`config.mk`:
```
export PLATFORM = sky130hd
export DESIGN_NAME = snoop_filter
export DESIGN_NICKNAME = d
export VERILOG_FILES = /design/src/rtl/snf_pkg.sv /design/src/rtl/snf_way_match.sv /design/src/rtl/snf_tag_bank.sv /design/src/rtl/snoop_filter.sv
export SDC_FILE = /design/constraint.sdc
export NUM_CORES = 2
export LEC_CHECK = 0
export BUFFER_PORTS_ARGS = -buffer_cell sky130_fd_sc_hd__buf_2
export CORE_MARGIN = 4
export CORE_UTILIZATION = 40
export DETAILED_ROUTE_END_ITERATION = 16
export PLACE_DENSITY_LB_ADDON = 0.1
export SLEW_MARGIN = 10
export SYNTH_ARGS = -nofsm -noshare
export SYNTH_HDL_FRONTEND = slang
export SYNTH_SLANG_ARGS = --single-unit
```
`constraint.sdc`:
```
create_clock -name clk -period 5.6 [get_ports clk]
set_input_delay 1.68 -clock clk [delete_from_list [all_inputs] [get_ports clk]]
set_output_delay 1.68 -clock clk [all_outputs]
set_load 0.005 [all_outputs]
```
`src/rtl/snf_pkg.sv`:
```
package snf_pkg;
    localparam int NCORE = 2;
    localparam int NWAY  = 4;
    localparam int WAY_W = $clog2(NWAY);

    typedef enum logic [1:0] {
        ST_I = 2'd0,
        ST_S = 2'd1,
        ST_E = 2'd2,
        ST_M = 2'd3
    } mesi_e;
endpackage

```
`src/rtl/snf_way_match.sv`:
```
module snf_way_match
    import snf_pkg::*;
#(
    parameter int TAG_W = 12
) (
    input  logic [NWAY-1:0][TAG_W-1:0] way_tag,
    input  mesi_e [NWAY-1:0]           way_st,
    input  logic [TAG_W-1:0]           probe_tag,
    output logic                       hit,
    output logic [WAY_W-1:0]           hit_way,
    output mesi_e                      hit_st
);
    logic [NWAY-1:0] hv;

    for (genvar w = 0; w < NWAY; w++) begin : g_cmp
        assign hv[w] = (way_st[w] != ST_I) && (way_tag[w] == probe_tag);
    end

    always_comb begin
        hit     = |hv;
        hit_way = '0;
        hit_st  = ST_I;
        for (int w = 0; w < NWAY; w++) begin
            if (hv[w]) begin
                hit_way = WAY_W'(w);
                hit_st  = way_st[w];
            end
        end
    end
endmodule

```
`src/rtl/snf_tag_bank.sv`:
```
module snf_tag_bank
    import snf_pkg::*;
#(
    parameter int SETS  = 16,
    parameter int TAG_W = 12,
    localparam int SET_W = $clog2(SETS)
) (
    input  logic             clk,
    input  logic             rst_n,
    input  logic             upd_en,
    input  logic [SET_W-1:0] upd_set,
    input  logic [WAY_W-1:0] upd_way,
    input  logic [TAG_W-1:0] upd_tag,
    input  mesi_e            upd_st,
    input  logic             mod_en,
    input  logic [SET_W-1:0] mod_set,
    input  logic [WAY_W-1:0] mod_way,
    input  mesi_e            mod_st,
    input  logic [SET_W-1:0] rd_set,
    input  logic [TAG_W-1:0] rd_tag,
    output logic             hit,
    output logic [WAY_W-1:0] hit_way,
    output mesi_e            hit_st
);
    typedef struct packed {
        logic [SETS-1:0][NWAY-1:0][TAG_W-1:0] tag;
        mesi_e [SETS-1:0][NWAY-1:0]           st;
    } bank_t;

    bank_t bank_d, bank_q;

    always_comb begin
        bank_d = bank_q;
        if (mod_en) begin
            bank_d.st[mod_set][mod_way] = mod_st;
        end
        if (upd_en) begin
            bank_d.tag[upd_set][upd_way] = upd_tag;
            bank_d.st[upd_set][upd_way]  = upd_st;
        end
    end

    always_ff @(posedge clk) begin
        if (!rst_n) bank_q <= '0;
        else        bank_q <= bank_d;
    end

    snf_way_match #(.TAG_W(TAG_W)) u_match (
        .way_tag   (bank_q.tag[rd_set]),
        .way_st    (bank_q.st[rd_set]),
        .probe_tag (rd_tag),
        .hit       (hit),
        .hit_way   (hit_way),
        .hit_st    (hit_st)
    );

    // a core update lands in the bank even when a lookup modifies the same bank
    p_update_visible_r2: assert property (@(posedge clk) disable iff (!rst_n)
        upd_en |=> bank_q.st[$past(upd_set)][$past(upd_way)] == $past(upd_st));
endmodule

```
`src/rtl/snoop_filter.sv`:
```
module snoop_filter
    import snf_pkg::*;
#(
    parameter int SETS  = 16,
    parameter int TAG_W = 12
) (
    input  logic                       clk,
    input  logic                       rst_n,
    input  logic [1:0]                 upd_valid,
    input  logic [2*$clog2(SETS)-1:0]  upd_set,
    input  logic [3:0]                 upd_way,
    input  logic [2*TAG_W-1:0]         upd_tag,
    input  logic [3:0]                 upd_state,
    input  logic                       lk_valid,
    output logic                       lk_ready,
    input  logic [1:0]                 lk_src,
    input  logic                       lk_write,
    input  logic [$clog2(SETS)-1:0]    lk_set,
    input  logic [TAG_W-1:0]           lk_tag,
    output logic                       rs_valid,
    output logic [1:0]                 rs_snoop,
    output logic [3:0]                 rs_state,
    output logic                       rs_inval,
    output logic                       rs_intervene
);
    localparam int SET_W = $clog2(SETS);

    typedef struct packed {
        logic             vld;
        logic [NCORE-1:0] snoop;
        logic [3:0]       st;
        logic             inval;
        logic             interv;
        logic [1:0]       src;
        logic             wr;
    } res_t;

    res_t res_d, res_q;

    logic [NCORE-1:0][SET_W-1:0] us;
    logic [NCORE-1:0][WAY_W-1:0] uw;
    logic [NCORE-1:0][TAG_W-1:0] ut;
    logic [NCORE-1:0]            hit;
    logic [NCORE-1:0][WAY_W-1:0] hway;
    mesi_e [NCORE-1:0]           hst;
    logic [NCORE-1:0]            mod_en;
    mesi_e [NCORE-1:0]           mod_st;
    logic [NCORE-1:0]            set_clash;
    logic                        accept;

    assign us = upd_set;
    assign uw = upd_way;
    assign ut = upd_tag;

    for (genvar c = 0; c < NCORE; c++) begin : g_core
        assign set_clash[c] = upd_valid[c] && (us[c] == lk_set);

        snf_tag_bank #(.SETS(SETS), .TAG_W(TAG_W)) u_bank (
            .clk     (clk),
            .rst_n   (rst_n),
            .upd_en  (upd_valid[c]),
            .upd_set (us[c]),
            .upd_way (uw[c]),
            .upd_tag (ut[c]),
            .upd_st  (mesi_e'(upd_state[2*c+:2])),
            .mod_en  (mod_en[c]),
            .mod_set (lk_set),
            .mod_way (hway[c]),
            .mod_st  (mod_st[c]),
            .rd_set  (lk_set),
            .rd_tag  (lk_tag),
            .hit     (hit[c]),
            .hit_way (hway[c]),
            .hit_st  (hst[c])
        );
    end

    assign lk_ready = ~|set_clash;
    assign accept   = lk_valid && lk_ready;

    always_comb begin
        res_d     = '0;
        res_d.vld = accept;
        res_d.src = lk_src;
        res_d.wr  = lk_write;
        mod_en    = '0;
        mod_st    = {NCORE{ST_I}};
        if (accept) begin
            for (int c = 0; c < NCORE; c++) begin
                res_d.st[2*c+:2] = hst[c];
                if (hit[c] && (lk_src != 2'(c))) begin
                    res_d.snoop[c] = 1'b1;
                    if (lk_write) begin
                        mod_en[c]    = 1'b1;
                        mod_st[c]    = ST_I;
                        res_d.inval  = 1'b1;
                        if (hst[c] == ST_M) res_d.interv = 1'b1;
                    end else if (hst[c] == ST_M || hst[c] == ST_E) begin
                        mod_en[c]    = 1'b1;
                        mod_st[c]    = ST_S;
                        res_d.interv = 1'b1;
                    end
                end
            end
        end
    end

    always_ff @(posedge clk) begin
        if (!rst_n) res_q <= '0;
        else        res_q <= res_d;
    end

    assign rs_valid     = res_q.vld;
    assign rs_snoop     = res_q.snoop;
    assign rs_state     = res_q.st;
    assign rs_inval     = res_q.inval;
    assign rs_intervene = res_q.interv;

    p_latency_r9: assert property (@(posedge clk) disable iff (!rst_n)
        (lk_valid && lk_ready) |=> rs_valid);
    p_idle_r9: assert property (@(posedge clk) disable iff (!rst_n)
        !(lk_valid && lk_ready) |=> !rs_valid);
    p_snoop_held_r3: assert property (@(posedge clk) disable iff (!rst_n)
        rs_valid |-> ((!rs_snoop[0] || rs_state[1:0] != 2'd0) &&
                      (!rs_snoop[1] || rs_state[3:2] != 2'd0)));
    p_no_self_r4: assert property (@(posedge clk) disable iff (!rst_n)
        (rs_valid && !res_q.src[1]) |-> !rs_snoop[res_q.src[0]]);
    p_inval_write_r5: assert property (@(posedge clk) disable iff (!rst_n)
        rs_inval |-> (rs_valid && res_q.wr && rs_snoop != 2'b00));
    p_intervene_r6: assert property (@(posedge clk) disable iff (!rst_n)
        rs_intervene |-> (rs_valid && rs_snoop != 2'b00));
    p_stall_cause_r8: assert property (@(posedge clk) disable iff (!rst_n)
        !lk_ready |-> (upd_valid != 2'b00));
endmodule

```
==> results.md <==
- Detailed Route Iter0 Violations: between 7000 and 8000
- Critical path endpoint category: output pin
- Sw frac: about a quarter
- Pint: 21.5 mW
- Critical Path AT: 3820 ps
- Core Box Area: 0.205 mm^2
- RePlAce Congestion: 0.974
- Synthesized cell area: 0.0826 mm^2
- Post-synth EDFFs: 0
- Resize count post-CTS: 0
- Slowest cell on crit path: nor4_1
- Power Density: 301 mW/mm^2
- Share of layout cells above drive strength 1: around 16%
- Unique masters post-synth: 90
- Kind of critical path: in -> out
- CP max FO: 16
- Sequential share of power: 44.9%
- Vias in the first global route: 71170
- Clock slew at reported path FFs: around 60 ps
- Combinational group share of total power: under 10%
- Area growth syn-to-layout: 15.3%
- Fin worst setup slack: 104 ps
- Post-Syn Instances: 9972
- # setup viols final: 0
- # hold bufs at CTS: 0
- Worst rel slew slack: 16.5%
- Post-route clock period utilization: 98.1%
- Max-slew violation count: 0
- CTS Buf Count: 202
- Seq cells post-synth: 1801
- Max-capacitance violation count: 0
- Setup crit start: lk_set[0]
- Global-route wire length before repair: 502 mm
- Actual slew at the worst max-slew pin: 1250 ps
- Clock Skew: between 40 and 50 ps
- Run status: finished clean
- Seq/Total Area, Yosys: 43.6%
- CP cell instances: buf_8, buf_12, buf_4, xnor2_1, nand2_1, nor4_1, buf_4, a31oi_1, buf_4, buf_2
- Vias per cell: 5.85
- Antenna viol nets, final: 0
- DRT Pass-1 Iters: 8
- CP Depth: 10
- Fmax: ~180 MHz
- Crit path buffers/inverters: 6
- Post-CTS setup buffers: 0
- HPWL after DPL: 229 mm
- Setup TNS: 0 ps
- Pin count of the biggest net entering global routing: 152
- CTS root buffer: clkbuf_16
- Nets@finish: between 10000 and 15000
- Overflow after GRT: 0
- Syn avg cell area: 8.28 um^2
- Die width: approximately 460 um
- R2R Path Start: g_core[0].u_bank.bank_q[864]
- Vias: 75204
- Clk buf depth: 3
- Post-DR wirelength/cell: approximately 27 um
- Clock Latency Late Sink: 880 ps
- Switching power: 7.20 mW
- CP most frequent cell: buf_4
- Startpoint types: input pin
- Synth warn: 0
- Worst setup endpoint: lk_ready
- Clock share of power: between 40 and 50%
- Worst hold path type: reg -> reg
- Unrepaired setup endpoints after global routing: false
- Die height: 462 um
- Async SR Flop Fraction: 0%
- R2R Setup Slk: 1450 ps
- TritonCTS clock tree: yes
- Clk sinks: 1801
- Final min period: 5500 ps
- Syn Nets: 10036
- H-tree lvl count: 4
- Leak: 31.3 nW
- IO buf count: 73
- Final design utilization: ~46%
- Reg2Reg Depth: 12
- Peak supply drop: 331 uV
- I/O pin cnt: 74
- R2r endpoint: rs_intervene
- GRT Util Overall: 31.2%
- Initial antenna violation count: 29
- # DRC: 0
- Ys flop type: dfxtp_1
- Worst slack, placed: -325 ps
- Initial Util: between 40% and 50%
- Delay-heaviest family, CP: buffers and inverters
- Drt total wl: 347 mm
- Crit path required time: ~3900 ps
- Worst path max stage delay: 480 ps
- Die area: 0.214 mm^2
- Cell Rows: 166
- Final hold violation count: 0
## cell usage after synthesis, drive strengths merged, types with 19 or more instances
cell type / instances / share of area [%]
dfxtp: 1801 / 44
xnor2: 111 / 1.2
nand3: 114 / 0.69
nor3: 66 / 0.46
a22oi: 41 / 0.37
inv: 19 / 0.086
mux4: 424 / 12
or2: 37 / 0.28
a21o: 19 / 0.17
o21ai: 125 / 0.76
nor2: 282 / 1.3
buf: 175 / 1.5
nand3b: 31 / 0.28
o211ai: 66 / 0.60
nand2: 3536 / 16
a22o: 26 / 0.28
a211oi: 27 / 0.26
a31oi: 20 / 0.15
a21oi: 1742 / 11
mux2i: 249 / 3.0
clkbuf: 725 / 3.4
## flip-flops by register name, indices dropped and copies added (netlist names)
name                  flops
rs_state                  4
rs_inval                  1
rs_intervene              1
g_core.u_bank.bank_q   1792
rs_valid                  1
rs_snoop                  2
## how the worst min path moves through the flow
stage | start | end | slack (ps) | cells after the start
after floorplan | g_core[0].u_bank.bank_q[189] | g_core[0].u_bank.bank_q[189] | 430 | 2
after global placement | g_core[1].u_bank.bank_q[139] | g_core[1].u_bank.bank_q[139] | 440 | 2
after detailed placement | g_core[1].u_bank.bank_q[373] | g_core[1].u_bank.bank_q[373] | 440 | 2
after CTS | g_core[1].u_bank.bank_q[373] | g_core[1].u_bank.bank_q[373] | 450 | 2
after global routing | g_core[1].u_bank.bank_q[373] | g_core[1].u_bank.bank_q[373] | 460 | 2
final | g_core[1].u_bank.bank_q[373] | g_core[1].u_bank.bank_q[373] | 450 | 2
## worst register-to-register path, delay by kind of cell (launching register included)
family	cells	cell delay, ps
buf+inv	3	490
mux	3	1210
xor+xnor	1	160
flops	1	320
simple gates	1	430
compound gates	4	1530
## final cells by class
class | count | area [um^2]
flip-flops and latches | 1801 | 36100
diodes | 19 | 47.5
fillers | 19675 | 110000
clock buffers | 306 | 6060
well taps | 2688 | 3360
repair buffers | 722 | 6260
inverters | 23 | 101
multi-input cells | 7236 | 42600
clock inverters | 60 | 769
## power groups by stage
| stage | clock network, mW | registers (mW) | logic, mW |
|---|---|---|---|
| 2_1_floorplan | 0 | 13.2 | 1.12 |
| 4_1_cts | 14.0 | 12.9 | 2.00 |
| 6_report | 13.8 | 12.9 | 2.03 |
| 5_1_grt | 14.5 | 12.9 | 2.10 |
| 3_3_place_gp | 0 | 13.2 | 1.99 |
| 3_5_place_dp | 0 | 13.2 | 1.99 |
## placed cells by master, fill, tap and decap left out, types with 19 or more instances in the layout
cell	count
clkbuf_16	203
buf_12	79
o21ai_0	123
nand3_1	113
a22o_1	26
a21oi_1	1742
clkinv_2	32
nor2_1	229
buf_4	573
dfxtp_1	1801
buf_2	67
diode_2	19
mux4_2	404
a22oi_1	41
a31oi_1	20
a211oi_1	25
nor3_1	56
clkbuf_8	59
nand2_1	3536
nand3b_1	31
xnor2_1	110
clkbuf_1	44
mux2i_1	249
a21o_1	19
nor2_2	53
or2_2	37
o211ai_1	66
## kinds of logic after synthesis
| logic type | count (synthesis) | share of synthesized area (%) |
|---|---|---|
| AND/OR/NAND/NOR | 4204 | 20.3 |
| AO/OA/AOI/OAI | 2227 | 14.9 |
| flip-flops | 1801 | 43.6 |
| buffers and inverters | 935 | 5.13 |
| multiplexers | 683 | 14.8 |
| XOR/XNOR | 122 | 1.29 |
## metrics by stage
stage	hold slack, ps	total power, mW	std cells	cell area, um^2
after CTS	450	28.8	12836	95200
after global placement	438	15.2	12470	88400
after floorplan	432	14.3	9972	82800
after global routing	462	29.5	12844	95200
after detailed placement	443	15.2	12470	88400
final	449	28.7	12855	95200
## per-layer routing
metal / track usage [%] / vias up / routed length [um]
met5: 0 / - / 34
met2: 49.8 / 3325 / 159000
met4: 14.2 / 6 / 16900
li1: - / 34039 / -
met1: 41.3 / 37076 / 143000
met3: 5.58 / 758 / 27400
(Power assumes the default switching activity.)
